**config.mk**
```make
export PLATFORM = sky130hd
export DESIGN_NAME = lockstep_guard
export DESIGN_NICKNAME = d
export VERILOG_FILES = /design/src/rtl/lsc_pkg.sv /design/src/rtl/lsc_cmp.sv /design/src/rtl/lsc_snap.sv /design/src/rtl/lsc_apb.sv /design/src/rtl/lockstep_guard.sv
export SDC_FILE = /design/constraint.sdc
export NUM_CORES = 1
export LEC_CHECK = 0
export BUFFER_PORTS_ARGS = -buffer_cell sky130_fd_sc_hd__buf_2
export CAP_MARGIN = 15
export CORE_AREA = 5 5 168 170
export DETAILED_ROUTE_END_ITERATION = 8
export DIE_AREA = 0 0 173 175
export PLACE_DENSITY_LB_ADDON = 0.12
export SYNTH_ARGS = -nofsm -noshare
export SYNTH_HDL_FRONTEND = slang
export SYNTH_SLANG_ARGS = --single-unit
```
**constraint.sdc**
```tcl
create_clock -name clk -period 4.1 [get_ports clk]
set_input_delay 0.41 -clock clk [delete_from_list [all_inputs] [get_ports clk]]
set_output_delay 0.41 -clock clk [all_outputs]
set_load 0.01 [all_outputs]
```
**src/rtl/lsc_pkg.sv**
```systemverilog
package lsc_pkg;

    localparam int XLEN   = 32;
    localparam int IDX_W  = 5;
    localparam int ADDR_W = 8;
    localparam int CNT_W  = 32;
    localparam int NCLS   = 3;
    localparam int CMP_W  = 2 * XLEN;

    typedef enum logic [1:0] {
        CLS_WR = 2'd0,
        CLS_RF = 2'd1,
        CLS_PF = 2'd2
    } cls_e;

    localparam logic [ADDR_W-1:0] A_STAT = 8'h00;
    localparam logic [ADDR_W-1:0] A_IEN  = 8'h04;
    localparam logic [ADDR_W-1:0] A_SPC  = 8'h08;
    localparam logic [ADDR_W-1:0] A_SIDX = 8'h0C;
    localparam logic [ADDR_W-1:0] A_SDAT = 8'h10;
    localparam logic [ADDR_W-1:0] A_SCYC = 8'h14;

    typedef struct packed {
        logic [XLEN-1:0]  pc;
        logic [IDX_W-1:0] idx;
        logic [XLEN-1:0]  data;
        logic [CNT_W-1:0] cyc;
    } snap_t;

    function automatic logic [CMP_W-1:0] pack_reg(input logic [IDX_W-1:0] idx,
                                                  input logic [XLEN-1:0]  data);
        return {{(CMP_W-IDX_W-XLEN){1'b0}}, idx, data};
    endfunction

    function automatic logic [CMP_W-1:0] pack_fetch(input logic [XLEN-1:0] pc,
                                                    input logic [XLEN-1:0] insn);
        return {pc, insn};
    endfunction

endpackage

```
**src/rtl/lsc_cmp.sv**
```systemverilog
module lsc_cmp #(
    parameter int W = 64
) (
    input  logic         a_vld,
    input  logic         b_vld,
    input  logic [W-1:0] a_pay,
    input  logic [W-1:0] b_pay,
    output logic         miss,
    output logic         agree
);
    logic both;
    logic same;

    always_comb begin
        both  = a_vld & b_vld;
        same  = (a_pay == b_pay);
        miss  = (a_vld ^ b_vld) | (both & ~same);
        agree = both & same;
    end
endmodule

```
**src/rtl/lsc_snap.sv**
```systemverilog
module lsc_snap
    import lsc_pkg::*;
(
    input  logic              clk,
    input  logic              rst,
    input  logic              armed,
    input  logic [NCLS-1:0]   miss,
    input  logic [NCLS-1:0]   agree,
    input  logic [IDX_W-1:0]  wr_idx,
    input  logic [XLEN-1:0]   wr_data,
    input  logic [XLEN-1:0]   pf_pc,
    output snap_t             snap
);
    logic [CNT_W-1:0] cyc_q;
    logic [XLEN-1:0]  pc_q,   pc_d;
    logic [IDX_W-1:0] idx_q,  idx_d;
    logic [XLEN-1:0]  dat_q,  dat_d;
    logic             capture;

    always_comb begin
        pc_d    = agree[CLS_PF] ? pf_pc   : pc_q;
        idx_d   = agree[CLS_WR] ? wr_idx  : idx_q;
        dat_d   = agree[CLS_WR] ? wr_data : dat_q;
        capture = armed & (|miss);
    end

    always_ff @(posedge clk) begin
        if (rst) begin
            cyc_q <= '0;
            pc_q  <= '0;
            idx_q <= '0;
            dat_q <= '0;
            snap  <= '0;
        end else begin
            cyc_q <= cyc_q + 1'b1;
            pc_q  <= pc_d;
            idx_q <= idx_d;
            dat_q <= dat_d;
            if (capture) begin
                snap.pc   <= pc_d;
                snap.idx  <= idx_d;
                snap.data <= dat_d;
                snap.cyc  <= cyc_q;
            end
        end
    end
endmodule

```
**src/rtl/lsc_apb.sv**
```systemverilog
module lsc_apb
    import lsc_pkg::*;
(
    input  logic              clk,
    input  logic              rst,
    input  logic              psel,
    input  logic              penable,
    input  logic              pwrite,
    input  logic [ADDR_W-1:0] paddr,
    input  logic [XLEN-1:0]   pwdata,
    output logic [XLEN-1:0]   prdata,
    input  logic [NCLS-1:0]   miss,
    input  snap_t             snap,
    output logic [NCLS-1:0]   flags,
    output logic              ien,
    output logic              irq
);
    logic            wr_en;
    logic [NCLS-1:0] clr;
    logic            unused_wbits;

    assign unused_wbits = ^pwdata[XLEN-1:NCLS];

    always_comb begin
        wr_en = psel & penable & pwrite;
        clr   = (wr_en && paddr == A_STAT) ? pwdata[NCLS-1:0] : '0;
        irq   = ien & (|flags);
    end

    always_ff @(posedge clk) begin
        if (rst) begin
            flags <= '0;
            ien   <= 1'b0;
        end else begin
            flags <= (flags & ~clr) | miss;
            if (wr_en && paddr == A_IEN)
                ien <= pwdata[0];
        end
    end

    always_comb begin
        prdata = '0;
        if (psel) begin
            case (paddr)
                A_STAT:  prdata = {{(XLEN-NCLS){1'b0}}, flags};
                A_IEN:   prdata = {{(XLEN-1){1'b0}}, ien};
                A_SPC:   prdata = snap.pc;
                A_SIDX:  prdata = {{(XLEN-IDX_W){1'b0}}, snap.idx};
                A_SDAT:  prdata = snap.data;
                A_SCYC:  prdata = snap.cyc;
                default: prdata = '0;
            endcase
        end
    end
endmodule

```
**src/rtl/lockstep_guard.sv**
```systemverilog
module lockstep_guard
    import lsc_pkg::*;
(
    input  logic              clk,
    input  logic              rst,
    input  logic              a_wr_vld,
    input  logic [IDX_W-1:0]  a_wr_idx,
    input  logic [XLEN-1:0]   a_wr_data,
    input  logic              b_wr_vld,
    input  logic [IDX_W-1:0]  b_wr_idx,
    input  logic [XLEN-1:0]   b_wr_data,
    input  logic              a_rf_vld,
    input  logic [IDX_W-1:0]  a_rf_idx,
    input  logic [XLEN-1:0]   a_rf_data,
    input  logic              b_rf_vld,
    input  logic [IDX_W-1:0]  b_rf_idx,
    input  logic [XLEN-1:0]   b_rf_data,
    input  logic              a_pf_vld,
    input  logic [XLEN-1:0]   a_pf_pc,
    input  logic [XLEN-1:0]   a_pf_insn,
    input  logic              b_pf_vld,
    input  logic [XLEN-1:0]   b_pf_pc,
    input  logic [XLEN-1:0]   b_pf_insn,
    input  logic              psel,
    input  logic              penable,
    input  logic              pwrite,
    input  logic [ADDR_W-1:0] paddr,
    input  logic [XLEN-1:0]   pwdata,
    output logic [XLEN-1:0]   prdata,
    output logic              pready,
    output logic              pslverr,
    output logic              irq
);
    logic [NCLS-1:0]  a_v, b_v;
    logic [CMP_W-1:0] a_p [NCLS];
    logic [CMP_W-1:0] b_p [NCLS];
    logic [NCLS-1:0]  miss, agree;
    logic [NCLS-1:0]  flags;
    logic             ien;
    snap_t            snap;

    always_comb begin
        a_v[CLS_WR] = a_wr_vld;
        b_v[CLS_WR] = b_wr_vld;
        a_v[CLS_RF] = a_rf_vld;
        b_v[CLS_RF] = b_rf_vld;
        a_v[CLS_PF] = a_pf_vld;
        b_v[CLS_PF] = b_pf_vld;
        a_p[CLS_WR] = pack_reg(a_wr_idx, a_wr_data);
        b_p[CLS_WR] = pack_reg(b_wr_idx, b_wr_data);
        a_p[CLS_RF] = pack_reg(a_rf_idx, a_rf_data);
        b_p[CLS_RF] = pack_reg(b_rf_idx, b_rf_data);
        a_p[CLS_PF] = pack_fetch(a_pf_pc, a_pf_insn);
        b_p[CLS_PF] = pack_fetch(b_pf_pc, b_pf_insn);
    end

    for (genvar g = 0; g < NCLS; g++) begin : g_cmp
        lsc_cmp #(.W(CMP_W)) u_cmp (
            .a_vld (a_v[g]),
            .b_vld (b_v[g]),
            .a_pay (a_p[g]),
            .b_pay (b_p[g]),
            .miss  (miss[g]),
            .agree (agree[g])
        );
    end

    lsc_snap u_snap (
        .clk     (clk),
        .rst     (rst),
        .armed   (flags == '0),
        .miss    (miss),
        .agree   (agree),
        .wr_idx  (a_wr_idx),
        .wr_data (a_wr_data),
        .pf_pc   (a_pf_pc),
        .snap    (snap)
    );

    lsc_apb u_apb (
        .clk     (clk),
        .rst     (rst),
        .psel    (psel),
        .penable (penable),
        .pwrite  (pwrite),
        .paddr   (paddr),
        .pwdata  (pwdata),
        .prdata  (prdata),
        .miss    (miss),
        .snap    (snap),
        .flags   (flags),
        .ien     (ien),
        .irq     (irq)
    );

    assign pready  = 1'b1;
    assign pslverr = 1'b0;
endmodule

```
## Word-level counts from Yosys, hierarchy flattened

Cells that the tools add are included.

| cells by class | value |
|---|---|
| add/sub/neg operators | 1 |
| multiplexer cells | 6 |
| reduce and logical (&&, ||, !) cells | 6 |
| bitwise operators | 24 |
| eq/ne operators | 8 |

Operators with widths:

| operator | count |
|---|---|
| $pmux W32 S6 | 1 |
| $mux W32 | 3 |
| $eq A37 B37 Y1 | 2 |
| $eq A64 B64 Y1 | 1 |
| $add A32 B1 Y32 const B | 1 |
| $eq A8 B4 Y1 const B | 2 |
| $eq A8 B5 Y1 const B | 2 |
| $and A1 B1 Y1 | 12 |
| $eq A8 B3 Y1 const B | 1 |
| $logic_not A8 Y1 | 1 |
| $reduce_or A3 Y1 | 2 |
| $mux W5 | 1 |
| $and A3 B3 Y3 | 1 |
| $logic_not A3 Y1 | 1 |
| $mux W3 | 1 |
| $not A1 Y1 | 3 |
| $not A3 Y3 | 1 |
| $or A1 B1 Y1 | 3 |
| $or A3 B3 Y3 | 1 |
| $xor A1 B1 Y1 | 3 |
| $logic_and A1 B1 Y1 | 2 |

| storage, ports and cells | value |
|---|---|
| register bits | 206 |
| input port bits | 327 |
| word-level logic and storage cells | 55 |
| output and inout bits | 35 |

## Longest topological paths before layout

Gate-level depths: netlist (run 1).

| logic depth | value |
|---|---|
| word-level depth | 7 |
| depth in mapped cells | 10 |
| mapped depth without buffers | 7 |

## Hierarchy

From an unflattened synthesis (run 1), not the netlist that was laid out.

| unflattened totals | value |
|---|---|
| cell total of the unflattened synthesis | 1214 |
| area total of the unflattened synthesis | 10528.8 um^2 |

Modules (own cells, without submodules):

| module | times used | area each (um^2) | sequential area each (um^2) | cells each |
|---|---|---|---|---|
| lsc_snap | 1 | 7191.9 | 4043.9 | 763 |
| lsc_cmp | 3 | 725.7 | 0.0 | 89 |
| lsc_apb | 1 | 1127.3 | 80.1 | 179 |
| lockstep_guard | 1 | 32.5 | 0.0 | 5 |

## Least setup slack after synthesis (run 1)

No wires, ideal clock.

| path | value |
|---|---|
| path kind | input to register |
| start point | input port b_pf_pc[6] |
| end point | register u_snap.snap[53] (netlist name) |
| stages | 10 |
| data arrival time | 2198 ps |
| data required time | 3979 ps |
| setup time | 121 ps |
| slack | 1781 ps |
| cells stage by stage | xor2_1 > nor4_1 > nand4_1 > nor4_1 > nand2b_1 > a31o_1 > buf_4 > buf_6 > buf_12 > mux2_4 |

| between the ends | value |
|---|---|
| cells in the longest elaborated chain, start to end | 6 |

RTL lines:

| what | RTL line | text |
|---|---|---|
| from (decl) | lockstep_guard.sv:22 | `input logic [XLEN-1:0] b_pf_pc,` |
| $eq A64 B64 Y1 | lsc_cmp.sv:16 | `same = (a_pay == b_pay);` |
| $not A1 Y1 | lsc_cmp.sv:17 | `miss = (a_vld ^ b_vld) \| (both & ~same);` |
| $and A1 B1 Y1 | lsc_cmp.sv:17 |  |
| $or A1 B1 Y1 | lsc_cmp.sv:17 |  |
| $reduce_or A3 Y1 | lsc_snap.sv:24 | `capture = armed & (\|miss);` |
| $and A1 B1 Y1 | lsc_snap.sv:24 |  |

Every way passes these cells.
A chain may end at the register's enable or synchronous reset.

## Final worst setup path (run 1)

| path | value |
|---|---|
| start point | input port paddr[5] |
| end point | output port prdata[8] |

| between the ends | value |
|---|---|
| cells in the longest elaborated chain, start to end | 3 |
| elaborated cells between the ends (all ways) | 8 |

RTL lines:

| what | RTL line | text |
|---|---|---|
| from (decl) | lockstep_guard.sv:27 | `input logic [ADDR_W-1:0] paddr,` |
| $eq A8 B5 Y1, or another cell as far along | lsc_apb.sv:44 | `case (paddr)` |
| $pmux W32 S6 * | lsc_apb.sv:44 |  |
| $mux W32 * | lsc_apb.sv:43 | `if (psel) begin` |
| to (decl) | lockstep_guard.sv:29 | `output logic [XLEN-1:0] prdata,` |

Every way passes the cells marked *; elsewhere a longest branch is shown, timed or not.

==> insert_results.sql, run 1 <==
INSERT INTO impl_metrics (metric_group, metric, value, unit) VALUES
('worst_hold_path', 'timing.hold.worst.start', 'pwdata[0]', ''),
('detailed_routing', 'drt_first_pass_iters', '6', ''),
('detailed_routing', 'vias_per_cell', '4.99', ''),
('placement', 'placed_cell_area', '12300', 'um2'),
('yosys', 'warning_count_from_the_yosys_run', '0', ''),
('finish', 'layout-drive-gt1-share', '32.3', '%'),
('timing', 'timing_max_transition_violations_final', '0', ''),
('pwr', 'p_leak', '5.71', 'nW'),
('yosys', 'avgSynthCellArea', '9.44', 'um2'),
('placement', 'gp_congestion', '0.857', ''),
('worst_setup_path', 'worst_path_most_repeated_cell', 'buf_2', ''),
('pwr', 'vdd_ir_drop_max', '0.294', 'mV'),
('worst_setup_path', 'r2r_setup_slack', '1.99', 'ns'),
('yosys', 'post_synth_instance_area', '10400', 'um2'),
('finish', 'layout-area-overhead-vs-synth', '25.3', '%'),
('finish', 'final_nets', '1733', ''),
('worst_setup_path', 'reg2reg_to', 'u_snap.cyc_q[29]', ''),
('finish', 'finish.instance_area', '13000', 'um2'),
('floorplanning', 'placementRows', '60', ''),
('cts', 'insertion_delay', '0.51', 'ns'),
('run', 'max_cap_violations', '0', ''),
('global_route', 'grt_first_pass_wirelength', '49200', 'um'),
('timing', 'post-route-min-period', '2.85', 'ns'),
('cts', 'post-cts-setup-buffer-count', '0', ''),
('detailed_routing', 'ant_nets', '0', ''),
('worst_setup_path', 'crit_required', '3.69', 'ns'),
('timing', 'setup_total_negative_slack', '0', 'ns'),
('finish', 'layout.cells.non_filler', '1760', ''),
('timing', 'setup_violations', '0', ''),
('yosys', 'syn_inst', '1100', ''),
('worst_setup_path', 'path_buf_inv', '3', ''),
('cts', 'cts_made_buffers', '22', ''),
('worst_setup_path', 'worst_r2r_path_depth', '6', ''),
('finish', 'fillers', '2567', ''),
('cts', 'ctsHoldBuffers', '0', ''),
('cts', 'tritoncts', 'yes', ''),
('yosys', 'synthArstFlopShare', '0', '%'),
('yosys', 'synth.net_count', '1431', ''),
('detailed_routing', 'vias', '8780', ''),
('yosys', 'post-synth-top-area-cell', 'dfxtp_1', ''),
('worst_setup_path', 'worst_path_largest_cell_delay', '0.38', 'ns'),
('global_route', 'globalRoute.totalOverflow', '0', ''),
('cts', 'clockBufferDepth', '3', ''),
('worst_setup_path', 'worstPathArrival', '2.44', 'ns'),
('finish', 'highest_count_cells_in_the_layout_ignoring_fill_and_taps', 'buf_2, dfxtp_1, nor2_1, nand2_1, xnor2_1', ''),
('floorplanning', 'die-area', '30300', 'um2'),
('worst_setup_path', 'critPathTopFamily', 'simple AND/OR/NAND/NOR gates', ''),
('global_route', 'grt_max_degree', '143', ''),
('yosys', 'synth_cell_types', '43', ''),
('placement', 'post-place-cells', '1719', ''),
('floorplanning', 'die_y', '175', 'um'),
('placement', 'port_buffers', '330', ''),
('detailed_routing', 'drcViolationCount', '0', ''),
('worst_setup_path', 'cp_slowest_cell', 'nor4_1', ''),
('outcome', 'result_of_the_run', 'finished clean', ''),
('timing', 'slew_headroom', '54.8', '%'),
('cts', 'postCtsResizedCells', '0', ''),
('global_route', 'number_of_antenna_violations_at_the_first_check_in_global_routing', '0', ''),
('timing', 'timing_worst_slew_pin_value', '0.678', 'ns'),
('timing', 'finalHoldViolCount', '0', ''),
('timing', 'finClkSkew', '0.0234', 'ns'),
('yosys', 'synth.yosys.seq_area_share', '39.7', '%'),
('timing', 'rsz0062_at_grt', 'false', ''),
('global_route', 'first_global_vias', '8693', ''),
('placement', 'detailed_place_hpwl', '23700', 'um'),
('worst_setup_path', 'startpoint_type', 'input port', ''),
('cts', 'worst_setup_hold_path_clk_slew', '0.06', 'ns'),
('timing', 'max_clock_freq', '0.351', 'GHz'),
('worst_setup_path', 'crit_path_end_kind', 'output pin', ''),
('worst_hold_path', 'timing.hold.worst_path_depth', '3', ''),
('yosys', 'synth_seq_cells', '206', '');
==> synth_stat cells, drive strengths merged, types with 2 or more instances <==
cell / count
dfxtp: 206
nor2: 101
nand2: 88
xnor2: 83
xor2: 80
nor2b: 72
mux2: 71
mux2i: 69
clkbuf: 43
and3: 35
a21boi: 33
o21a: 32
a222oi: 30
nand4: 28
buf: 26
nor4: 23
a21oi: 13
nand3: 13
and2: 6
nor3: 6
or3: 6
inv: 5
o21ai: 5
a31oi: 4
ha: 4
a22oi: 3
and4: 3
conb: 2
nand2b: 2
==> tightest hold or removal path: cells and delay by family <==
family                 cells  cell delay, ns
AO/OA/AOI/OAI              1            0.05
buffers and inverters      1            0.10
AND/OR/NAND/NOR            1            0.06
==> stage by stage <==
stage	setup slack, ns	power (mW)	utilization (%)	hold slack [ns]
after CTS	1.22	4.43	48.9	0.160
after global routing	1.09	4.54	48.9	0.177
after global placement	0.829	2.56	46.4	0.444
after floorplan	1.78	2.31	-	0.434
final	1.25	4.37	49.0	0.172
after detailed placement	0.855	2.56	46.4	0.448
==> state kept, by name, indices dropped and copies added (netlist names) <==
signal and count:
u_apb.flags 3, u_snap.pc_q 32, u_apb.ien 1, u_snap.dat_q 32, u_snap.idx_q 5, u_snap.snap 101
u_snap.cyc_q 32
==> how the worst max path moves through the flow <==
stage | from | cells past startpoint | to | slack, ns
floorplan | b_pf_pc[6] | 10 | u_snap.snap[53] | 1.78
global placement | b_wr_data[12] | 10 | u_snap.snap[52] | 0.83
detailed placement | b_pf_insn[16] | 10 | u_snap.snap[50] | 0.85
CTS | paddr[5] | 8 | prdata[12] | 1.22
global route | paddr[5] | 8 | prdata[8] | 1.09
finish | paddr[5] | 8 | prdata[8] | 1.25
==> routing by layer <==
metal	wire length, um	part of all wire, %	global-route usage, %
met2	15100	47	34.2
met1	14500	46	26.8
met3	1760	5.5	3.44
met5	0	0	0
met4	426	1.3	3.56
==> layout make-up <==
cell class                 count  area [um2]  area share, %
inverter                       6        22.5          0.173
sequential                   206        4120           31.7
antenna                        2        5.00         0.0385
multi-input combinational    819        5950           45.7
tap                          341         427           3.28
clock inverter                 7        48.8          0.375
timing repair buffer         347        1820           14.0
clock buffer                  32         618           4.75
==> cells by family after synthesis <==
family                   share of synthesized area, %
AO/OA/AOI/OAI                                    9.07
XOR/XNOR                                         13.7
adder cells (fa/ha/maj)                         0.482
buffers and inverters                            3.41
flip-flops                                       39.7
multiplexers                                     14.7
other                                          0.0723
AND/OR/NAND/NOR                                  18.8
==> where the power goes <==
part | leakage (nW) | internal [mW] | switching (mW)
logic | 3.73 | 0.241 | 0.260
clock network | 0.328 | 1.05 | 0.805
registers | 1.66 | 2.01 | 0.00547
total | 5.71 | 3.30 | 1.07
Power figures use the tool's default switching activity.
==> run 2: changes to the inputs <==
Clock period 4.1 ns to 2.59 ns, I/O delays scaled along.
==> run 2 against run 1 <==
Compared with the run above: critical path depth rose by 3; combinational power grew 72%; count of clock-buffer cells in the layout shrank 2; clock power rose by 110%; first-iteration DRC count grew 1.5%; largest cell class unchanged; sequential power grew 59%; global-route usage grew 0.19 points; power up 80%; via count up 1.4%; core utilization grew 2.5 points; non-clock buffer count up 46; critical path type is now in2reg; highest routed layer unchanged.
==> insert_results.sql, run 2 (synthesized netlist as in run 1, its figures left out) <==
INSERT INTO impl_metrics (metric_group, metric, value, unit) VALUES
('outcome', 'result_of_the_run', 'finished clean', ''),
('finish', 'fillers', '2529', ''),
('timing', 'slew_headroom', '64.9', '%'),
('finish', 'layout.cells.most_common', 'buf_2', ''),
('floorplanning', 'die_y', '175', 'um'),
('detailed_routing', 'drcViolationCount', '0', ''),
('cts', 'insertion_delay', '0.49', 'ns'),
('detailed_routing', 'vias', '8900', ''),
('global_route', 'grt_util_all_layers', '20.1', '%'),
('timing', 'rsz0062_at_grt', 'false', ''),
('global_route', 'grt_max_degree', '85', ''),
('floorplanning', 'io_pins', '362', ''),
('detailed_routing', 'drt-wirelength-per-cell', '17.7', 'um'),
('cts', 'tritoncts', 'yes', ''),
('timing', 'finClkSkew', '0.00608', 'ns'),
('floorplanning', 'start_util', '39.1', '%'),
('finish', 'ff_latch_area', '4120', 'um2'),
('floorplanning', 'core', '26600', 'um2'),
('worst_setup_path', 'worst_path_most_repeated_cell', 'buf_4', ''),
('worst_setup_path', 'crit_path_end_kind', 'flip-flop', ''),
('worst_setup_path', 'cp_slowest_cell', 'nor4_1', ''),
('placement', 'placed_cell_area', '12800', 'um2'),
('placement', 'post-place-cells', '1765', ''),
('placement', 'port_buffers', '330', ''),
('worst_hold_path', 'worstHoldPathType', 'in2reg', ''),
('global_route', 'number_of_antenna_violations_at_the_first_check_in_global_routing', '1', ''),
('worst_setup_path', 'worst_path_largest_cell_delay', '0.49', 'ns'),
('cts', 'cts_made_buffers', '23', ''),
('global_route', 'globalRoute.totalOverflow', '0', ''),
('worst_setup_path', 'crit_required', '2.97', 'ns'),
('finish', 'register_bank_with_the_most_flops', 'u_snap.snap', ''),
('cts', 'cts-root-buf', 'clkbuf_16', ''),
('cts', 'worst_setup_hold_path_clk_slew', '0.06', 'ns'),
('timing', 'timing_worst_slew_pin_value', '0.522', 'ns'),
('worst_setup_path', 'startpoint_type', 'input port', ''),
('finish', 'layout-drive-gt1-share', '35.0', '%'),
('detailed_routing', 'drt_first_pass_iters', '5', ''),
('worst_setup_path', 'cp_cell_sequence', 'buf_2 > xor2_1 > nor4_1 > buf_4 > nand4_1 > nor4_2 > buf_4 > nand2b_1 > a31o_4 > buf_12 > mux2_2', ''),
('pwr', 'p_leak', '6.09', 'nW'),
('cts', 'clockBufferDepth', '3', ''),
('pwr', 'powerDensity', '575', 'nW/um2'),
('worst_setup_path', 'path_buf_inv', '4', ''),
('timing', 'setup_violations', '0', ''),
('detailed_routing', 'ant_nets', '0', ''),
('finish', 'highest_count_cells_in_the_layout_ignoring_fill_and_taps', 'buf_2, dfxtp_1, nor2_1, nand2_1, xnor2_1', ''),
('worst_setup_path', 'critPathTopFamily', 'simple AND/OR/NAND/NOR gates', ''),
('finish', 'layout-area-overhead-vs-synth', '31.7', '%'),
('cts', 'ctsHoldBuffers', '0', ''),
('global_route', 'grt_first_pass_wirelength', '49600', 'um'),
('timing', 'finalCritPeriodShare', '92.1', '%'),
('placement', 'gp_congestion', '0.871', ''),
('global_route', 'first_global_vias', '8789', ''),
('timing', 'post-route-min-period', '2.39', 'ns'),
('run', 'max_cap_violations', '0', ''),
('worst_setup_path', 'worstPathMaxFanout', '25', ''),
('worst_setup_path', 'worstPathArrival', '2.77', 'ns'),
('detailed_routing', 'drt_wl_total', '32000', 'um'),
('detailed_routing', 'vias_per_cell', '4.92', ''),
('finish', 'largest_register_ff_count', '101', ''),
('cts', 'post-cts-setup-buffer-count', '0', ''),
('timing', 'max_clock_freq', '0.419', 'GHz'),
('timing', 'timing_max_transition_violations_final', '0', ''),
('finish', 'finish.instance_area', '13700', 'um2'),
('floorplanning', 'placementRows', '60', ''),
('timing', 'finalHoldViolCount', '0', ''),
('cts', 'cts_sinks', '206', ''),
('placement', 'detailed_place_hpwl', '24500', 'um'),
('finish', 'multiInputGateArea', '5950', 'um2'),
('finish', 'layout.cells.non_filler', '1808', ''),
('pwr', 'total_power', '7.86', 'mW'),
('cts', 'postCtsResizedCells', '0', ''),
('detailed_routing', 'initialDrtViolationCount', '548', ''),
('finish', 'final_nets', '1780', ''),
('floorplanning', 'die_x', '173', 'um'),
('worst_setup_path', 'timing_worst_setup_path_type', 'in2reg', ''),
('cts', 'cts_max_level', '1', ''),
('floorplanning', 'die-area', '30300', 'um2'),
('pwr', 'vdd_ir_drop_max', '0.450', 'mV');
-- run 2: worst paths after layout --
check                                     start          endpoint  slack [ns]  cells after the start
worst max-delay path                b_pf_pc[25]   u_snap.snap[46]        0.20                     11
worst min-delay path                  pwdata[0]         u_apb.ien        0.04                      3
worst max register to register  u_snap.cyc_q[0]  u_snap.cyc_q[30]        0.51                      7
worst min register to register  u_snap.snap[24]   u_snap.snap[24]        0.46                      2
-- run 2: area by class of cell --
type | instances | area share [%]
clock inverter | 11 | 1.68
multi-input combinational | 819 | 43.5
clock buffer | 30 | 4.91
timing repair buffer | 393 | 16.5
sequential | 206 | 30.2
tap | 341 | 3.12
antenna | 2 | 0.0366
inverter | 6 | 0.165
-- run 2: per-layer routing --
layer | up-vias | GRT usage (%) | routed length (um)
met5 | - | 0 | 0
met4 | 0 | 5.59 | 898
met3 | 43 | 3.53 | 1770
met2 | 247 | 33.7 | 14900
met1 | 4098 | 26.9 | 14500
li1 | 4512 | - | -
-- run 2: worst register-to-register path, cell delays in order (launching register included) --
cell and delay (ns):
dfxtp_1 0.41, ha_1 0.21, nand3_1 0.21, nor3_1 0.25, buf_4 0.18, nand4_1 0.21, or3_1 0.41, a21oi_1 0.14
-- run 2: metrics by stage --
step                      hold slack [ns]  setup slack, ns  setup TNS [ns]  util [%]
after detailed placement            0.446           -0.263          -18.59      48.1
final                              0.0365            0.204               0      51.5
after global placement              0.444           -0.324          -25.48      48.1
after floorplan                     0.406            0.422               0         -
after CTS                          0.0194            0.217               0      51.5
after global routing               0.0298            0.115               0      51.5
-- run 2: power breakdown --
group | leakage (nW) | switching (mW) | internal (mW)
sequential | 1.66 | 0.00888 | 3.18
combinational | 3.98 | 0.424 | 0.440
clock | 0.448 | 1.29 | 2.51
==> run 3: changes to the inputs <==
Settings changed: CTS_BUF_LIST set to sky130_fd_sc_hd__clkbuf_4.
==> run 3 against run 2 <==
Compared with the run above: critical path type unchanged; critical endpoint is now u_snap.snap[47]; routed wire length up 4.1%; clock power down 35%; non-clock buffer count up 53.
==> insert_results.sql, run 3 (synthesized netlist as in run 1, its figures left out) <==
INSERT INTO impl_metrics (metric_group, metric, value, unit) VALUES
('outcome', 'result_of_the_run', 'finished clean', ''),
('global_route', 'grt_first_pass_wirelength', '51900', 'um'),
('pwr', 'p_sw_share', '26.3', '%'),
('detailed_routing', 'ant_nets', '0', ''),
('cts', 'clockBufferDepth', '3', ''),
('worst_setup_path', 'worst_path_most_repeated_cell', 'buf_4', ''),
('timing', 'finalCritPeriodShare', '98.1', '%'),
('timing', 'finClkSkew', '0.0403', 'ns'),
('worst_setup_path', 'worstPathMaxFanout', '5', ''),
('floorplanning', 'io_pins', '362', ''),
('finish', 'final_nets', '1864', ''),
('pwr', 'netSwitchingPower', '1.73', 'mW'),
('run', 'max_cap_violations', '0', ''),
('pwr', 'flop_pwr_share', '48.5', '%'),
('placement', 'gp_congestion', '0.871', ''),
('cts', 'cts_made_buffers', '54', ''),
('timing', 'setup_violations', '0', ''),
('worst_setup_path', 'crit_required', '3.12', 'ns'),
('worst_setup_path', 'cp_cell_sequence', 'dlygate4sd3_1 > buf_2 > xnor2_2 > buf_4 > nand4_1 > buf_4 > nor4_2 > buf_4 > nand4_1 > buf_4 > clkbuf_16 > buf_4 > mux2i_1 > nor2_1 > mux2_2', ''),
('pwr', 'internal_power', '4.84', 'mW'),
('worst_setup_path', 'timing_worst_setup_path_type', 'in2reg', ''),
('floorplanning', 'die_x', '173', 'um'),
('finish', 'fillers', '2559', ''),
('worst_setup_path', 'cp_slowest_cell', 'dlygate4sd3_1', ''),
('timing', 'setup_total_negative_slack', '0', 'ns'),
('placement', 'detailed_place_hpwl', '24500', 'um'),
('detailed_routing', 'vias', '9282', ''),
('finish', 'highest_count_cells_in_the_layout_ignoring_fill_and_taps', 'buf_2, dfxtp_1, nor2_1, nand2_1, xnor2_1', ''),
('placement', 'port_buffers', '330', ''),
('cts', 'cts_max_level', '2', ''),
('detailed_routing', 'vias_per_cell', '4.88', ''),
('floorplanning', 'core', '26600', 'um2'),
('pwr', 'powerDensity', '473', 'nW/um2'),
('worst_setup_path', 'startpoint_type', 'input port', ''),
('global_route', 'globalRoute.totalOverflow', '0', ''),
('floorplanning', 'start_util', '39.1', '%'),
('worst_setup_path', 'worstPathArrival', '3.07', 'ns'),
('pwr', 'clock_power_share', '37.5', '%'),
('global_route', 'gr-usage-met1', '27.2', '%'),
('cts', 'tritoncts', 'yes', ''),
('global_route', 'number_of_antenna_violations_at_the_first_check_in_global_routing', '1', ''),
('timing', 'fin_hold_ws', '0.0574', 'ns'),
('timing', 'max_clock_freq', '0.394', 'GHz'),
('detailed_routing', 'drt_wl_total', '33400', 'um'),
('pwr', 'p_leak', '6.23', 'nW'),
('timing', 'timing_max_transition_violations_final', '0', ''),
('pwr', 'comb_pwr_share', '14.1', '%'),
('timing', 'finalHoldViolCount', '0', ''),
('global_route', 'globalRoute.busiestLayer', 'met2', ''),
('global_route', 'first_global_vias', '9407', ''),
('cts', 'worst_setup_hold_path_clk_slew', '0.07', 'ns'),
('detailed_routing', 'drt-wirelength-per-cell', '17.5', 'um'),
('global_route', 'use_met3', '4.35', '%'),
('finish', 'layout-drive-gt1-share', '35.5', '%'),
('global_route', 'grt_util_all_layers', '21.1', '%'),
('floorplanning', 'die_y', '175', 'um'),
('detailed_routing', 'initialDrtViolationCount', '572', ''),
('worst_setup_path', 'worst_path_largest_cell_delay', '0.57', 'ns'),
('finish', 'largest_register_ff_count', '101', ''),
('floorplanning', 'placementRows', '60', ''),
('timing', 'post-route-min-period', '2.54', 'ns'),
('finish', 'layout-area-overhead-vs-synth', '33.9', '%'),
('detailed_routing', 'drt_first_pass_iters', '5', ''),
('finish', 'register_bank_with_the_most_flops', 'u_snap.snap', ''),
('timing', 'slew_headroom', '64.7', '%'),
('cts', 'cts_sinks', '206', ''),
('pwr', 'vdd_ir_drop_max', '0.268', 'mV'),
('cts', 'cts-root-buf', 'clkbuf_4', ''),
('worst_hold_path', 'worstHoldPathType', 'in2reg', ''),
('cts', 'insertion_delay', '0.66', 'ns'),
('detailed_routing', 'drcViolationCount', '0', ''),
('worst_setup_path', 'crit_path_end_kind', 'flip-flop', ''),
('floorplanning', 'die-area', '30300', 'um2'),
('finish', 'layout.cells.most_common', 'buf_2', ''),
('timing', 'timing_worst_slew_pin_value', '0.525', 'ns'),
('global_route', 'met2_track_demand_over_resource_in_global_routing', '35.8', '%'),
('global_route', 'grt_max_degree', '85', '');
run 3: layout make-up:
class	count	area [um2]	area share, %
multi-input combinational	819	5970	42.9
sequential	206	4120	29.7
timing repair buffer	446	2800	20.1
clock buffer	66	495	3.56
tap	341	427	3.07
clock inverter	16	66.3	0.477
inverter	6	22.5	0.162
antenna	2	5.00	0.0360
run 3: power by group through the flow:
| stage | Clock [mW] | Sequential, mW | Combinational [mW] |
|---|---|---|---|
| global placement | 0 | 3.26 | 0.865 |
| floorplan | 0 | 3.25 | 0.409 |
| CTS | 2.57 | 3.19 | 0.929 |
| finish | 2.46 | 3.19 | 0.926 |
| global route | 2.73 | 3.19 | 1.00 |
| detailed placement | 0 | 3.26 | 0.870 |
run 3: repair_timing:
item                                   in CTS  in global routing
hold buffers                               45                  0
buffers inserted                            0                  8
resized for setup                           0                  8
setup endpoints to repair                   0                 70
endpoints found under the hold margin      48                  0
run 3: final timing paths:
path,startpoint,to,slack (ns),cells after the start
hold reg to reg,u_snap.snap[24],u_snap.snap[24],0.46,2
hold / removal,a_pf_pc[3],u_snap.pc_q[3],0.06,3
setup / recovery,a_wr_data[12],u_snap.snap[47],0.05,15
setup reg to reg,u_snap.cyc_q[0],u_snap.cyc_q[30],0.44,7
run 3: metrics by stage:
| stage | power (mW) | worst slack [ns] | cells | utilization, % | area [um2] |
|---|---|---|---|---|---|
| 3_5_place_dp | 4.13 | -0.263 | 1765 | 48.1 | 12800 |
| 4_1_cts | 6.68 | 0.00154 | 1892 | 51.9 | 13800 |
| 5_1_grt | 6.91 | -0.0206 | 1901 | 52.3 | 13900 |
| 3_3_place_gp | 4.12 | -0.324 | 1765 | 48.1 | 12800 |
| 6_report | 6.58 | 0.0492 | 1902 | 52.3 | 13900 |
| 2_1_floorplan | 3.66 | 0.422 | 1100 | - | 10400 |
run 3: routing by layer:
metal  up-vias  wire (um)
met5         -          0
met4         0        695
met3        41       1670
met2       251      16100
met1      4292      14900
li1       4698          -
run 3: critical path: cells and delay by family:
family / cells / cell delay, ns
xor+xnor: 1 / 0.13
buf+inv: 8 / 1.67
mux: 2 / 0.41
simple gates: 4 / 0.59
